**src/rtl/regpin_pkg.sv**
```systemverilog
package regpin_pkg;
  typedef enum logic [1:0] {
    ST_IDLE  = 2'd0,
    ST_WAIT  = 2'd1,
    ST_RUN   = 2'd2,
    ST_FAULT = 2'd3
  } sup_state_t;

  typedef enum logic [1:0] {
    CAUSE_NONE = 2'b00,
    CAUSE_PIN  = 2'b01,
    CAUSE_OV   = 2'b10
  } cause_t;
endpackage

```
**src/rtl/regpin_delay.sv**
```systemverilog
module regpin_delay
  import regpin_pkg::*;
  #(
  parameter int N = 2
) (
  input  logic         clk,
  input  logic         rst_n,
  input  logic [N-1:0] d,
  output logic [N-1:0] q
);
  // one history flop per watched signal
  for (genvar i = 0; i < N; i++) begin : g_bit
    always_ff @(posedge clk or negedge rst_n) begin
      if (!rst_n) q[i] <= 1'b0;
      else        q[i] <= d[i];
    end
  end
endmodule

```
**src/rtl/regpin_dly_timer.sv**
```systemverilog
module regpin_dly_timer #(
  parameter int LIMIT = 500
) (
  input  logic clk,
  input  logic rst_n,
  input  logic run,
  output logic done
);
  localparam int W = (LIMIT > 2) ? $clog2(LIMIT) : 1;
  localparam logic [W-1:0] LAST = W'(LIMIT - 1);

  logic [W-1:0] cnt;

  assign done = run && (cnt == LAST);

  always_ff @(posedge clk or negedge rst_n) begin
    if (!rst_n)     cnt <= '0;
    else if (!run)  cnt <= '0;
    else if (!done) cnt <= cnt + 1'b1;
  end

  // the count never passes the terminal value
  p_cnt_bound_r2: assert property (@(posedge clk) disable iff (!rst_n)
    cnt <= LAST);
  // leaving the wait clears the count
  p_cnt_clear_r7: assert property (@(posedge clk) disable iff (!rst_n)
    !run |=> cnt == '0);
endmodule

```
**src/rtl/regpin_ov_run.sv**
```systemverilog
module regpin_ov_run #(
  parameter int RUN_LEN = 3
) (
  input  logic clk,
  input  logic rst_n,
  input  logic enable,
  input  logic pulse_end,
  input  logic ov,
  output logic trip
);
  localparam int W = (RUN_LEN > 2) ? $clog2(RUN_LEN) : 1;
  localparam logic [W-1:0] LAST = W'(RUN_LEN - 1);

  logic [W-1:0] cnt;

  assign trip = enable && pulse_end && ov && (cnt == LAST);

  always_ff @(posedge clk or negedge rst_n) begin
    if (!rst_n)          cnt <= '0;
    else if (!enable)    cnt <= '0;
    else if (pulse_end) begin
      if (!ov || trip)   cnt <= '0;
      else               cnt <= cnt + 1'b1;
    end
  end

  // the run count stays below the trip length
  p_run_bound_r5: assert property (@(posedge clk) disable iff (!rst_n)
    cnt <= LAST);
  // a clean pulse end empties the run
  p_run_clear_r6: assert property (@(posedge clk) disable iff (!rst_n)
    (enable && pulse_end && !ov) |=> cnt == '0);
  // the count holds between pulse ends
  p_run_hold_r5: assert property (@(posedge clk) disable iff (!rst_n)
    (enable && !pulse_end) |=> $stable(cnt));
endmodule

```
**src/rtl/regpin_fault_sup.sv**
```systemverilog
module regpin_fault_sup
  import regpin_pkg::*;
  #(
  parameter int CLK_HZ          = 50_000_000,
  parameter int SAMPLE_DELAY_NS = 10_000,
  parameter int OV_RUN_LEN      = 3
) (
  input  logic       clk,
  input  logic       rst_n,
  input  logic       supply_ok,
  input  logic       reg_below_lo,
  input  logic       reg_above_hi,
  input  logic       pwm_lo,
  output logic       pwm_en,
  output logic       uvlo_req,
  output logic [1:0] fault_cause
);
  localparam int DELAY_CYC = (CLK_HZ / 1000) * SAMPLE_DELAY_NS / 1_000_000;

  sup_state_t state, nxt;
  logic [1:0] hist;
  logic       sup_rise, pwm_fall, tmr_done, ov_trip, enter_fault;
  cause_t     nxt_cause;

  regpin_delay #(.N(2)) u_hist (
    .clk(clk), .rst_n(rst_n),
    .d({pwm_lo, supply_ok}), .q(hist)
  );

  assign sup_rise = supply_ok & ~hist[0];
  assign pwm_fall = hist[1] & ~pwm_lo;

  regpin_dly_timer #(.LIMIT(DELAY_CYC)) u_tmr (
    .clk(clk), .rst_n(rst_n),
    .run(state == ST_WAIT), .done(tmr_done)
  );

  regpin_ov_run #(.RUN_LEN(OV_RUN_LEN)) u_ov (
    .clk(clk), .rst_n(rst_n),
    .enable(state == ST_RUN), .pulse_end(pwm_fall),
    .ov(reg_above_hi), .trip(ov_trip)
  );

  always_comb begin
    nxt         = state;
    enter_fault = 1'b0;
    nxt_cause   = CAUSE_NONE;
    if (!supply_ok) begin
      nxt = ST_IDLE;
    end else begin
      unique case (state)
        ST_IDLE: if (sup_rise) nxt = ST_WAIT;
        ST_WAIT: if (tmr_done) begin
          if (reg_below_lo) begin
            nxt = ST_FAULT; enter_fault = 1'b1; nxt_cause = CAUSE_PIN;
          end else begin
            nxt = ST_RUN;
          end
        end
        ST_RUN: if (ov_trip) begin
          nxt = ST_FAULT; enter_fault = 1'b1; nxt_cause = CAUSE_OV;
        end
        ST_FAULT: nxt = ST_FAULT;
        default:  nxt = ST_IDLE;
      endcase
    end
  end

  always_ff @(posedge clk or negedge rst_n) begin
    if (!rst_n) begin
      state       <= ST_IDLE;
      pwm_en      <= 1'b0;
      uvlo_req    <= 1'b0;
      fault_cause <= CAUSE_NONE;
    end else begin
      state    <= nxt;
      pwm_en   <= (nxt == ST_RUN);
      uvlo_req <= enter_fault;
      if (enter_fault) fault_cause <= nxt_cause;
    end
  end

  // restart request lasts one cycle
  p_uvlo_single_r8: assert property (@(posedge clk) disable iff (!rst_n)
    uvlo_req |=> !uvlo_req);
  // a restart request never coexists with switching
  p_uvlo_no_en_r3: assert property (@(posedge clk) disable iff (!rst_n)
    uvlo_req |-> !pwm_en);
  // a supply drop removes switching next cycle
  p_drop_idle_r7: assert property (@(posedge clk) disable iff (!rst_n)
    !supply_ok |=> !pwm_en && !uvlo_req);
  // enable only rises after a clean sample while the supply is up
  p_en_rise_r4: assert property (@(posedge clk) disable iff (!rst_n)
    $rose(pwm_en) |-> $past(supply_ok) && !$past(reg_below_lo));
  // cause moves only alongside a restart request
  p_cause_stable_r9: assert property (@(posedge clk) disable iff (!rst_n)
    !uvlo_req |-> $stable(fault_cause));
  // once faulted, enable stays off while the supply stays up
  p_fault_hold_r8: assert property (@(posedge clk) disable iff (!rst_n)
    (state == ST_FAULT && supply_ok) |=> !pwm_en);
endmodule

```
**config.mk**
```make
export PLATFORM = sky130hd
export DESIGN_NAME = regpin_fault_sup
export DESIGN_NICKNAME = d
export VERILOG_FILES = /design/src/rtl/regpin_pkg.sv /design/src/rtl/regpin_delay.sv /design/src/rtl/regpin_dly_timer.sv /design/src/rtl/regpin_ov_run.sv /design/src/rtl/regpin_fault_sup.sv
export SDC_FILE = /design/constraint.sdc
export NUM_CORES = 1
export LEC_CHECK = 0
export ABC_AREA = 1
export BUFFER_PORTS_ARGS = -buffer_cell sky130_fd_sc_hd__buf_2
export CAP_MARGIN = 10
export CORE_UTILIZATION = 40
export DETAILED_ROUTE_END_ITERATION = 6
export PLACE_DENSITY = 0.59
export SLEW_MARGIN = 20
export SYNTH_ARGS = -nofsm -noshare
export SYNTH_HDL_FRONTEND = slang
export SYNTH_SLANG_ARGS = --single-unit
```
**constraint.sdc**
```tcl
create_clock -name clk -period 2.5 [get_ports clk]
set_input_delay 0 -clock clk [delete_from_list [all_inputs] [get_ports clk]]
set_output_delay 0 -clock clk [all_outputs]
set_load 0.05 [all_outputs]
```
# [After elaboration in Yosys (flattened, before gate mapping)]
# Cells that the tools add are included.
[classes] add_sub_neg=2 eq_ne=8 muxes=21 bitwise=4 reduce_logical=7
[op_table] operator="$mux W2" count=9
[op_table] operator="$mux W9" count=2
[op_table] operator="$add A9 B1 Y9 const B" count=1
[op_table] operator="$eq A9 B9 Y1 const B" count=1
[op_table] operator="$eq A2 B2 Y1 const B" count=4
[op_table] operator="$pmux W2 S4" count=1
[op_table] operator="$mux W1" count=7
[op_table] operator="$logic_and A1 B1 Y1" count=4
[op_table] operator="$ne A2 B2 Y1 const B" count=2
[op_table] operator="$pmux W2 S2" count=1
[op_table] operator="$add A2 B1 Y2 const B" count=1
[op_table] operator="$and A1 B1 Y1" count=2
[op_table] operator="$eq A2 B1 Y1 const B" count=1
[op_table] operator="$logic_not A2 Y1" count=1
[op_table] operator="$not A1 Y1" count=2
[op_table] operator="$pmux W1 S2" count=1
[op_table] operator="$logic_not A1 Y1" count=1
[op_table] operator="$logic_or A1 B1 Y1" count=1
[totals] reg_bits=19 input_bits=6 out_inout_bits=4 word_cells=50

# [Longest topological paths before layout]
# Gate-level depths: netlist of the first run.
[depth] depth_word=9 depth_mapped=11

# [By module]
# A second synthesis of the first run with hierarchy kept.
[unflattened] hier_cells=135 hier_area_um2=1067.3
[by_module_without_submodules] module="regpin_dly_timer" instances=1 cells_each=64 area_each_um2=510.5 seq_area_each_um2=225.2
[by_module_without_submodules] module="regpin_fault_sup" instances=1 cells_each=52 area_each_um2=381.6 seq_area_each_um2=150.1
[by_module_without_submodules] module="regpin_ov_run" instances=1 cells_each=17 area_each_um2=125.1 seq_area_each_um2=50.0
[by_module_without_submodules] module="regpin_delay" instances=1 cells_each=2 area_each_um2=50.0 seq_area_each_um2=50.0

# [Least setup slack after synthesis of the first run]
# No wires, ideal clock.
[synth_path] kind="reg-to-reg" start="reg state[0]" end="reg pwm_en" arrival_ps=1338 required_time_ps=2384 path_slack_ps=1046 path_stages_with_launch=8 n_path_buf=0 cell_sequence="dfrtp_1 > inv_1 > ha_1 > or2_2 > a211oi_1 > nand2_1 > nand2_1 > nor2_2"
[synth_between] elab_chain_len=8
[synth_rtl] item="start: declaration" line_no="regpin_fault_sup.sv:20" source="sup_state_t state, nxt;"
[synth_rtl] item="start signal: assignment" line_no="regpin_fault_sup.sv:76" source="state <= nxt;"
[synth_rtl] item="$eq A2 B2 Y1" line_no="regpin_fault_sup.sv:40, regpin_fault_sup.sv:51"
[synth_rtl] item="$logic_and A1 B1 Y1 (3 in a row)" line_no="regpin_ov_run.sv:16" source="assign trip = enable && pulse_end && ov && (cnt == LAST);"
[synth_rtl] item="$mux W2" line_no="regpin_fault_sup.sv:60" source="ST_RUN: if (ov_trip) begin"
[synth_rtl] item="$pmux W2 S4 (*)" line_no="regpin_fault_sup.sv:51" source="unique case (state)"
[synth_rtl] item="$mux W2 (*)" line_no="regpin_fault_sup.sv:48" source="if (!supply_ok) begin"
[synth_rtl] item="$eq A2 B2 Y1 (*)" line_no="regpin_fault_sup.sv:77" source="pwm_en <= (nxt == ST_RUN);"
[synth_rtl] item="end signal: assignment" line_no="regpin_fault_sup.sv:77"
[synth_rtl] item="end: declaration" line_no="regpin_fault_sup.sv:14" source="output logic pwm_en,"
# Every way passes the cells marked *; elsewhere a longest branch is shown, timed or not.
# A chain may end at the register's enable or synchronous reset.

# [Final worst setup path of the first run]
[layout_path] start="reg state[0]" end="reg state[1]"
[layout_between] elab_chain_len=7
[layout_rtl] item="$eq A2 B2 Y1" line_no="regpin_fault_sup.sv:40, regpin_fault_sup.sv:51"
[layout_rtl] item="$logic_and A1 B1 Y1 (3 in a row)" line_no="regpin_ov_run.sv:16"
[layout_rtl] item="$mux W2" line_no="regpin_fault_sup.sv:60"
[layout_rtl] item="$pmux W2 S4 (*)" line_no="regpin_fault_sup.sv:51"
[layout_rtl] item="$mux W2 (*)" line_no="regpin_fault_sup.sv:48"
[layout_rtl] item="net nxt[1]" line_no="regpin_fault_sup.sv:20"
# Mark *: on every way through the listed nets, which the timed path passes. The rest lies on a longest branch.

==> results by group, run 1 <==
Run status
  • Status: finished clean

Clock tree
  • Clock tree buffer depth: 2
  • Clk slew on worst S/H paths: 0.11 ns
  • CTS Buf Count: 3
  • Clock latency on the worst-skew pair: 0.29 ns
  • Total setup buffers inserted after CTS: 0
  • Root buffer cell: sky130_fd_sc_hd__clkbuf_4
  • Htree depth: 1
  • Total number of clock tree sinks: 19
  • CTS tree: yes

Routing
  • Via density: 4.72
  • Router iterations before antenna repair: 4
  • Iter 0 DRT Violations: 17
  • Via count: 732
  • DRC: 0
  • Antenna-violating nets left: 0
  • DRT Wirelength: 1730 µm
  • Routed length per placed instance: 11.1 µm

Finish
  • Fraction of layout cells with a size suffix above 1: 0.205
  • Area growth from synthesis to layout: 12.5%
  • Finished Layout Cells: 155
  • Register cell area after layout: 475 µm²
  • FILL cells: 221
  • Nets@finish: 141
  • Core occupancy in the finished layout: 0.493
  • Multi-input logic area: 450 µm²
  • N_diodes: 0
  • Post-route design area: 1120 µm²

Setup path
  • Category of the worst setup path capture point: register
  • Critical path data required time: 2.69 ns
  • R2R Setup Slk: 0.90 ns
  • Arrival time worst endpoint: 1.79 ns
  • Maximum cell stage delay along the critical path: 0.42 ns
  • Category of the worst setup path launch point: register
  • Highest-delay cell along the critical path: sky130_fd_sc_hd__dfrtp_1
  • Ordered cell list for the critical path: inv_1, ha_1, or2_2, a211oi_1, nand2_1, nand2_1, inv_1
  • Worst Setup Path Type: register to register
  • Critical path fanouts, max: 5

Timing
  • Tcrit/Tclk final: 0.639
  • Final-report max-slew violation count: 0
  • Min Hold Slack: 0.103 ns
  • Final Setup Violations: 0
  • Slew HR: 0.707
  • Period minus WS final: 1.60 ns
  • Maximum operating frequency: 0.626 GHz
  • RSZ-0062 raised after global routing: no
  • Final hold violations: 0
  • Worst Slack Setup Final: 0.902 ns
  • Tightest Pin Transition: 0.440 ns
  • Sum Neg Setup Slack: 0 ns
  • Max Clock Skew: 0.00393 ns

Logic synthesis
  • Number of distinct library cells after synthesis: 22
  • Most used flip-flop cell after synthesis: sky130_fd_sc_hd__dfrtp_1
  • Post-synthesis instance area: 997 µm²
  • Instance count of the mapped netlist: 112
  • Synth warn: 0
  • Synth top area share: 0.477
  • Cells taking the most area after synthesis: sky130_fd_sc_hd__dfrtp_1, sky130_fd_sc_hd__ha_1, sky130_fd_sc_hd__nand2_1
  • Commonest cells in the netlist: sky130_fd_sc_hd__nand2_1, sky130_fd_sc_hd__dfrtp_1, sky130_fd_sc_hd__inv_1
  • Flop and latch count out of synthesis: 19
  • Number of enable-type register cells in the synthesized netlist: 0
  • Cell with the most instances after synthesis: sky130_fd_sc_hd__nand2_1
  • Fraction of synthesis flops using an asynchronous set or reset pin: 1.00
  • Syn avg cell area: 8.90 µm²
  • Cell type with the largest total area after synthesis: sky130_fd_sc_hd__dfrtp_1
  • Synthesized Nets: 125
  • Sequential-to-total area share from yosys stat: 0.477

Die
  • Floorplan die area: 2700 µm²
  • Floorplan row count: 17
  • Die extent in x: 51.9 µm
  • DIE HEIGHT: 51.9 µm
  • Std-Cell Core Area: 2280 µm²
  • Num ports: 10
  • Initial Util: 0.438

Job
  • Max-capacitance violation count: 0

GRT
  • Total routing resource utilization after global routing: 0.153
  • Global-route wire length before repair: 2980 µm
  • Maximum number of pins on one net before global-route repair: 20
  • Global route overflow: 0
  • Vias in the first global route: 670
  • Antenna violations before repair: 0

Placed design
  • Number of port buffers: 9
  • Total half-perimeter wirelength after legalization and detailed placement: 1280 µm
  • Total placed instance area: 1070 µm²
  • Post-placement worst setup slack: 0.920 ns
  • Final weighted congestion in routability-driven placement: 0.713
  • Dpl cells: 148

Power
  • Max IR drop VDD: 0.000486 V
  • Standby leakage power: 0.579 nW
  • Power Dens Cells: 745 nW/µm²
  • Post-layout power: 0.836 mW

Worst hold path
  • Hold crit path type: primary input to register
[state kept, by name, summed over array words and instances (netlist names)]
register     count
uvlo_req         1
fault_cause      2
u_ov.cnt         2
state            2
u_hist.q         2
u_tmr.cnt        9
pwm_en           1
[layout make-up]
type / count / area share
Multi-Input combinational cell: 76 / 0.401
Sequential cell: 19 / 0.424
Tap cell: 28 / 0.0312
Timing Repair Buffer: 12 / 0.0669
Clock buffer: 4 / 0.0234
Inverter: 16 / 0.0535
[critical path, delay by kind of cell (launching register included)]
kind | cells | cell delay, ns
buf+inv | 2 | 0.18
flops | 1 | 0.42
fa+ha+maj | 1 | 0.24
simple gates | 3 | 0.49
compound gates | 1 | 0.17
[what timing repair did]
item / 4_1_cts / 5_1_grt
gates resized for setup: 0 / 0
hold buffers: 3 / 0
endpoints found under the hold margin: 21 / 0
[metal layers]
metal / vias up / GRT usage / routed length, µm
met3: 2 / 0.0263 / 52
met2: 10 / 0.224 / 765
met4: 0 / 0.0811 / 17
met5: - / 0 / 0
met1: 334 / 0.213 / 890
li1: 386 / - / -
[cell families (layout without fill, tap and decap cells)]
kind of cell / Yosys count / in the layout / synth area share
and+or+nand+nor: 54 / 54 / 0.279
DFF: 19 / 19 / 0.477
buffers and inverters: 17 / 32 / 0.0715
AOI/OAI and AO/OA: 13 / 13 / 0.0677
adders and majority gates: 7 / 7 / 0.0878
xor gates and xnor gates: 2 / 2 / 0.0176
[where the power goes]
group	switching, mW	leakage, nW	total, mW	internal (mW)
clock network	0.0926	0.0150	0.155	0.0620
registers	0.0357	0.257	0.381	0.345
logic	0.192	0.307	0.300	0.108
total	0.321	0.579	0.836	0.515
[layout by cell type (no fill, tap or decap), types with 3 or more instances in the layout]
| master | n |
|---|---|
| sky130_fd_sc_hd__dlygate4sd3_1 | 3 |
| sky130_fd_sc_hd__ha_1 | 7 |
| sky130_fd_sc_hd__buf_2 | 9 |
| sky130_fd_sc_hd__nor2_1 | 7 |
| sky130_fd_sc_hd__o21ai_0 | 5 |
| sky130_fd_sc_hd__clkbuf_4 | 3 |
| sky130_fd_sc_hd__nand3_1 | 8 |
| sky130_fd_sc_hd__a21oi_1 | 6 |
| sky130_fd_sc_hd__dfrtp_1 | 19 |
| sky130_fd_sc_hd__nand2_2 | 3 |
| sky130_fd_sc_hd__inv_1 | 15 |
| sky130_fd_sc_hd__nand2_1 | 22 |
| sky130_fd_sc_hd__nor2_2 | 5 |
[worst paths after layout]
| check | startpoint | cells after the start | end |
|---|---|---|---|
| max | state[0] | 7 | state[1] |
| min | reg_above_hi | 5 | u_ov.cnt[0] |
| max reg2reg | state[0] | 7 | state[1] |
| min reg2reg | fault_cause[1] | 2 | fault_cause[1] |
| max in group asynchronous | rst_n | 2 | u_tmr.cnt[1] |
| min in group asynchronous | rst_n | 2 | u_tmr.cnt[5] |
(Power assumes the default switching activity.)
==> run 2, diff against run 1 <==
ABC_AREA = 0   (was 1)
PLACE_DENSITY = 0.61   (was 0.59)
clock period = 1.4 ns   (was 2.5 ns; I/O delays follow)
==> run 2 against run 1 <==
- the flow now finishes with violations (negative setup slack)
- count of clock-buffer cells in the layout stayed put
- highest routed layer unchanged
- worst setup slack worse by 0.96 ns
- first-iteration DRC count is 18% lower
- non-clock buffer count is 17 higher
- clock power is 89% higher
- area after synthesis is 0.38% higher
==> results by group, run 2 <==
Run status
  • Status: complete, but fails checks
  • Violated checks: negative setup slack

Finish
  • FILL cells: 181
  • Most common cell after layout, fill and taps aside: sky130_fd_sc_hd__dfrtp_1
  • Core occupancy in the finished layout: 0.611
  • Nets@finish: 139
  • Most used cells in the layout excluding fill and tap cells: sky130_fd_sc_hd__dfrtp_1, sky130_fd_sc_hd__buf_4, sky130_fd_sc_hd__nand2_1, sky130_fd_sc_hd__buf_2, sky130_fd_sc_hd__and2_1
  • Max reg flops: 9
  • N_diodes: 0
  • Area growth from synthesis to layout: 39.0%
  • Largest Register: u_tmr.cnt
  • Fraction of layout cells with a size suffix above 1: 0.400

Logic synthesis
  • Most used flip-flop cell after synthesis: sky130_fd_sc_hd__dfrtp_1
  • Cells taking the most area after synthesis: sky130_fd_sc_hd__dfrtp_1, sky130_fd_sc_hd__ha_1, sky130_fd_sc_hd__xnor2_1
  • Synth Area in XOR/XNOR: 0.0438
  • Number of distinct library cells after synthesis: 29
  • Synth Area in Adders: 0.0875
  • Cell with the most instances after synthesis: sky130_fd_sc_hd__dfrtp_1
  • Instance count of the mapped netlist: 93
  • Dominant combinational cell family by area after synthesis: simple AND/OR/NAND/NOR gates
  • Cell type with the largest total area after synthesis: sky130_fd_sc_hd__dfrtp_1
  • Synthesized Nets: 106
  • Commonest cells in the netlist: sky130_fd_sc_hd__dfrtp_1, sky130_fd_sc_hd__nand2_1, sky130_fd_sc_hd__ha_1
  • Synth top area share: 0.475
  • Post-synthesis instance area: 1000 µm²
  • Number of enable-type register cells in the synthesized netlist: 0
  • Synth warn: 0
  • Share of cell area taken by muxes after synthesis: 0.0200
  • Syn avg cell area: 10.8 µm²
  • Flop and latch count out of synthesis: 19
  • Sequential-to-total area share from yosys stat: 0.475
  • Simple-gate portion of the synthesized area: 0.239
  • Share of the synthesized area in compound gates (AO/OA/AOI/OAI): 0.119
  • Fraction of synthesis flops using an asynchronous set or reset pin: 1.00

Routing
  • Router iterations before antenna repair: 4
  • DRT Wirelength: 2140 µm
  • Routed length per placed instance: 14.0 µm
  • Via count: 789
  • Via density: 5.16
  • Iter 0 DRT Violations: 14
  • DRC: 0
  • Antenna-violating nets left: 0

Placed design
  • Total half-perimeter wirelength after legalization and detailed placement: 1440 µm
  • Post-placement worst setup slack: -0.0730 ns
  • Number of port buffers: 9
  • Final weighted congestion in routability-driven placement: 0.797

Setup path
  • Critical path data required time: 1.60 ns
  • Ordered cell list for the critical path: inv_2, ha_2, nand2_1, or3_4, nand2_2, o21ai_1
  • Category of the worst setup path launch point: register
  • Maximum cell stage delay along the critical path: 0.43 ns
  • Category of the worst setup path capture point: register
  • Highest-delay cell along the critical path: sky130_fd_sc_hd__dfrtp_1
  • Critical path fanouts, max: 3
  • Worst Setup Path Type: register to register
  • Arrival time worst endpoint: 1.66 ns

Timing
  • Worst Slack Setup Final: -0.0597 ns
  • Tightest Pin Transition: 0.426 ns
  • Max Clock Skew: 0.00209 ns
  • Final Setup Violations: 2
  • RSZ-0062 raised after global routing: yes
  • Slew HR: 0.716
  • Maximum operating frequency: 0.685 GHz
  • Final-report max-slew violation count: 0
  • Final hold violations: 0
  • Sum Neg Setup Slack: -0.0918 ns
  • Tcrit/Tclk final: 1.04
  • Period minus WS final: 1.46 ns

Clock tree
  • Htree depth: 1
  • Clock tree buffer depth: 2
  • CTS tree: yes
  • CTS Buf Count: 3
  • Total number of clock tree sinks: 19
  • Root buffer cell: sky130_fd_sc_hd__clkbuf_4
  • Clk slew on worst S/H paths: 0.12 ns
  • Clock latency on the worst-skew pair: 0.30 ns

Die
  • DIE HEIGHT: 52.0 µm
  • Die extent in x: 52.0 µm
  • Floorplan die area: 2710 µm²
  • Initial Util: 0.440
  • Num ports: 10
  • Std-Cell Core Area: 2280 µm²
  • Floorplan row count: 17

GRT
  • Vias in the first global route: 782
  • Maximum number of pins on one net before global-route repair: 20
  • Total routing resource utilization after global routing: 0.187
  • Global-route wire length before repair: 3630 µm
  • Global route overflow: 0
  • Antenna violations before repair: 0

Job
  • Max-capacitance violation count: 0

Power
  • Standby leakage power: 0.600 nW
  • Max IR drop VDD: 0.000833 V
  • Power Dens Cells: 1400 nW/µm²

Worst hold path
  • Hold crit path type: primary input to register
## run 2: changes by cell type in the layout (fill, tap and decap cells not counted), moves of 3 or more
cell	change
sky130_fd_sc_hd__and2_1	+6
sky130_fd_sc_hd__buf_4	+14
sky130_fd_sc_hd__buf_6	+3
sky130_fd_sc_hd__ha_1	-5
sky130_fd_sc_hd__ha_4	+3
sky130_fd_sc_hd__inv_1	-14
sky130_fd_sc_hd__nand2_1	-13
sky130_fd_sc_hd__nand3_1	-7
sky130_fd_sc_hd__nor2_1	-7
sky130_fd_sc_hd__nor2_2	-5
sky130_fd_sc_hd__nor2b_1	+4
sky130_fd_sc_hd__xnor2_1	+5
## run 2: layout make-up
| cell class | instances | area [µm²] | share of cell area |
|---|---|---|---|
| clock buffers | 4 | 26.3 | 0.0189 |
| inverters | 3 | 11.3 | 0.00809 |
| multi-input cells | 70 | 629 | 0.452 |
| flip-flops and latches | 19 | 475 | 0.342 |
| well taps | 28 | 35.0 | 0.0252 |
| repair buffers | 29 | 214 | 0.154 |
## run 2: worst paths after layout
kind                                 from              to  slack (ns)  cells after the start
max                              state[1]  fault_cause[0]       -0.06                      6
min                          reg_below_lo        uvlo_req        0.01                      3
max reg2reg                      state[1]  fault_cause[0]       -0.06                      6
min reg2reg                fault_cause[1]  fault_cause[1]        0.49                      2
max in group asynchronous           rst_n        state[0]        0.95                      2
min in group asynchronous           rst_n    u_tmr.cnt[5]        0.15                      2
## run 2: power breakdown
| group | switching, mW | internal [mW] |
|---|---|---|
| sequential | 0.0586 | 0.614 |
| clock | 0.182 | 0.111 |
| combinational | 0.485 | 0.502 |
## run 2: repair_timing
action,in CTS,in global routing
endpoints found under the hold margin,23,0
setup buffers,6,0
setup endpoints to repair,3,5
gates resized for setup,13,12
pin swaps,5,7
hold buffers,3,0
## run 2: metrics by stage
stage	instances	power [mW]	area (µm²)	hold WS [ns]
after floorplan	93	1.05	1000	-0.296
after global placement	140	1.29	1160	-0.0389
after detailed placement	140	1.32	1160	-0.0320
after CTS	153	1.82	1310	0.0180
after global routing	153	2.09	1390	0.0117
final	153	1.95	1390	0.0138
## run 2: cells by family after synthesis
logic type | Yosys count
AO/OA/AOI/OAI | 17
flip-flops | 19
multiplexers | 2
XOR/XNOR | 5
adder cells (fa/ha/maj) | 7
buffers and inverters | 4
AND/OR/NAND/NOR | 39
## run 2: critical path, delay by kind of cell, from the launching register on
family	cells	cell delay, ns
flops	1	0.43
compound gates	1	0.05
simple gates	3	0.49
fa+ha+maj	1	0.32
buf+inv	1	0.07
## run 2: metal layers
metal	GRT usage	vias to the layer above	wire length, µm
met5	0	-	0
met4	0.0541	0	17
met3	0.0351	2	58
met2	0.301	9	1070
met1	0.251	388	996
li1	-	390	-
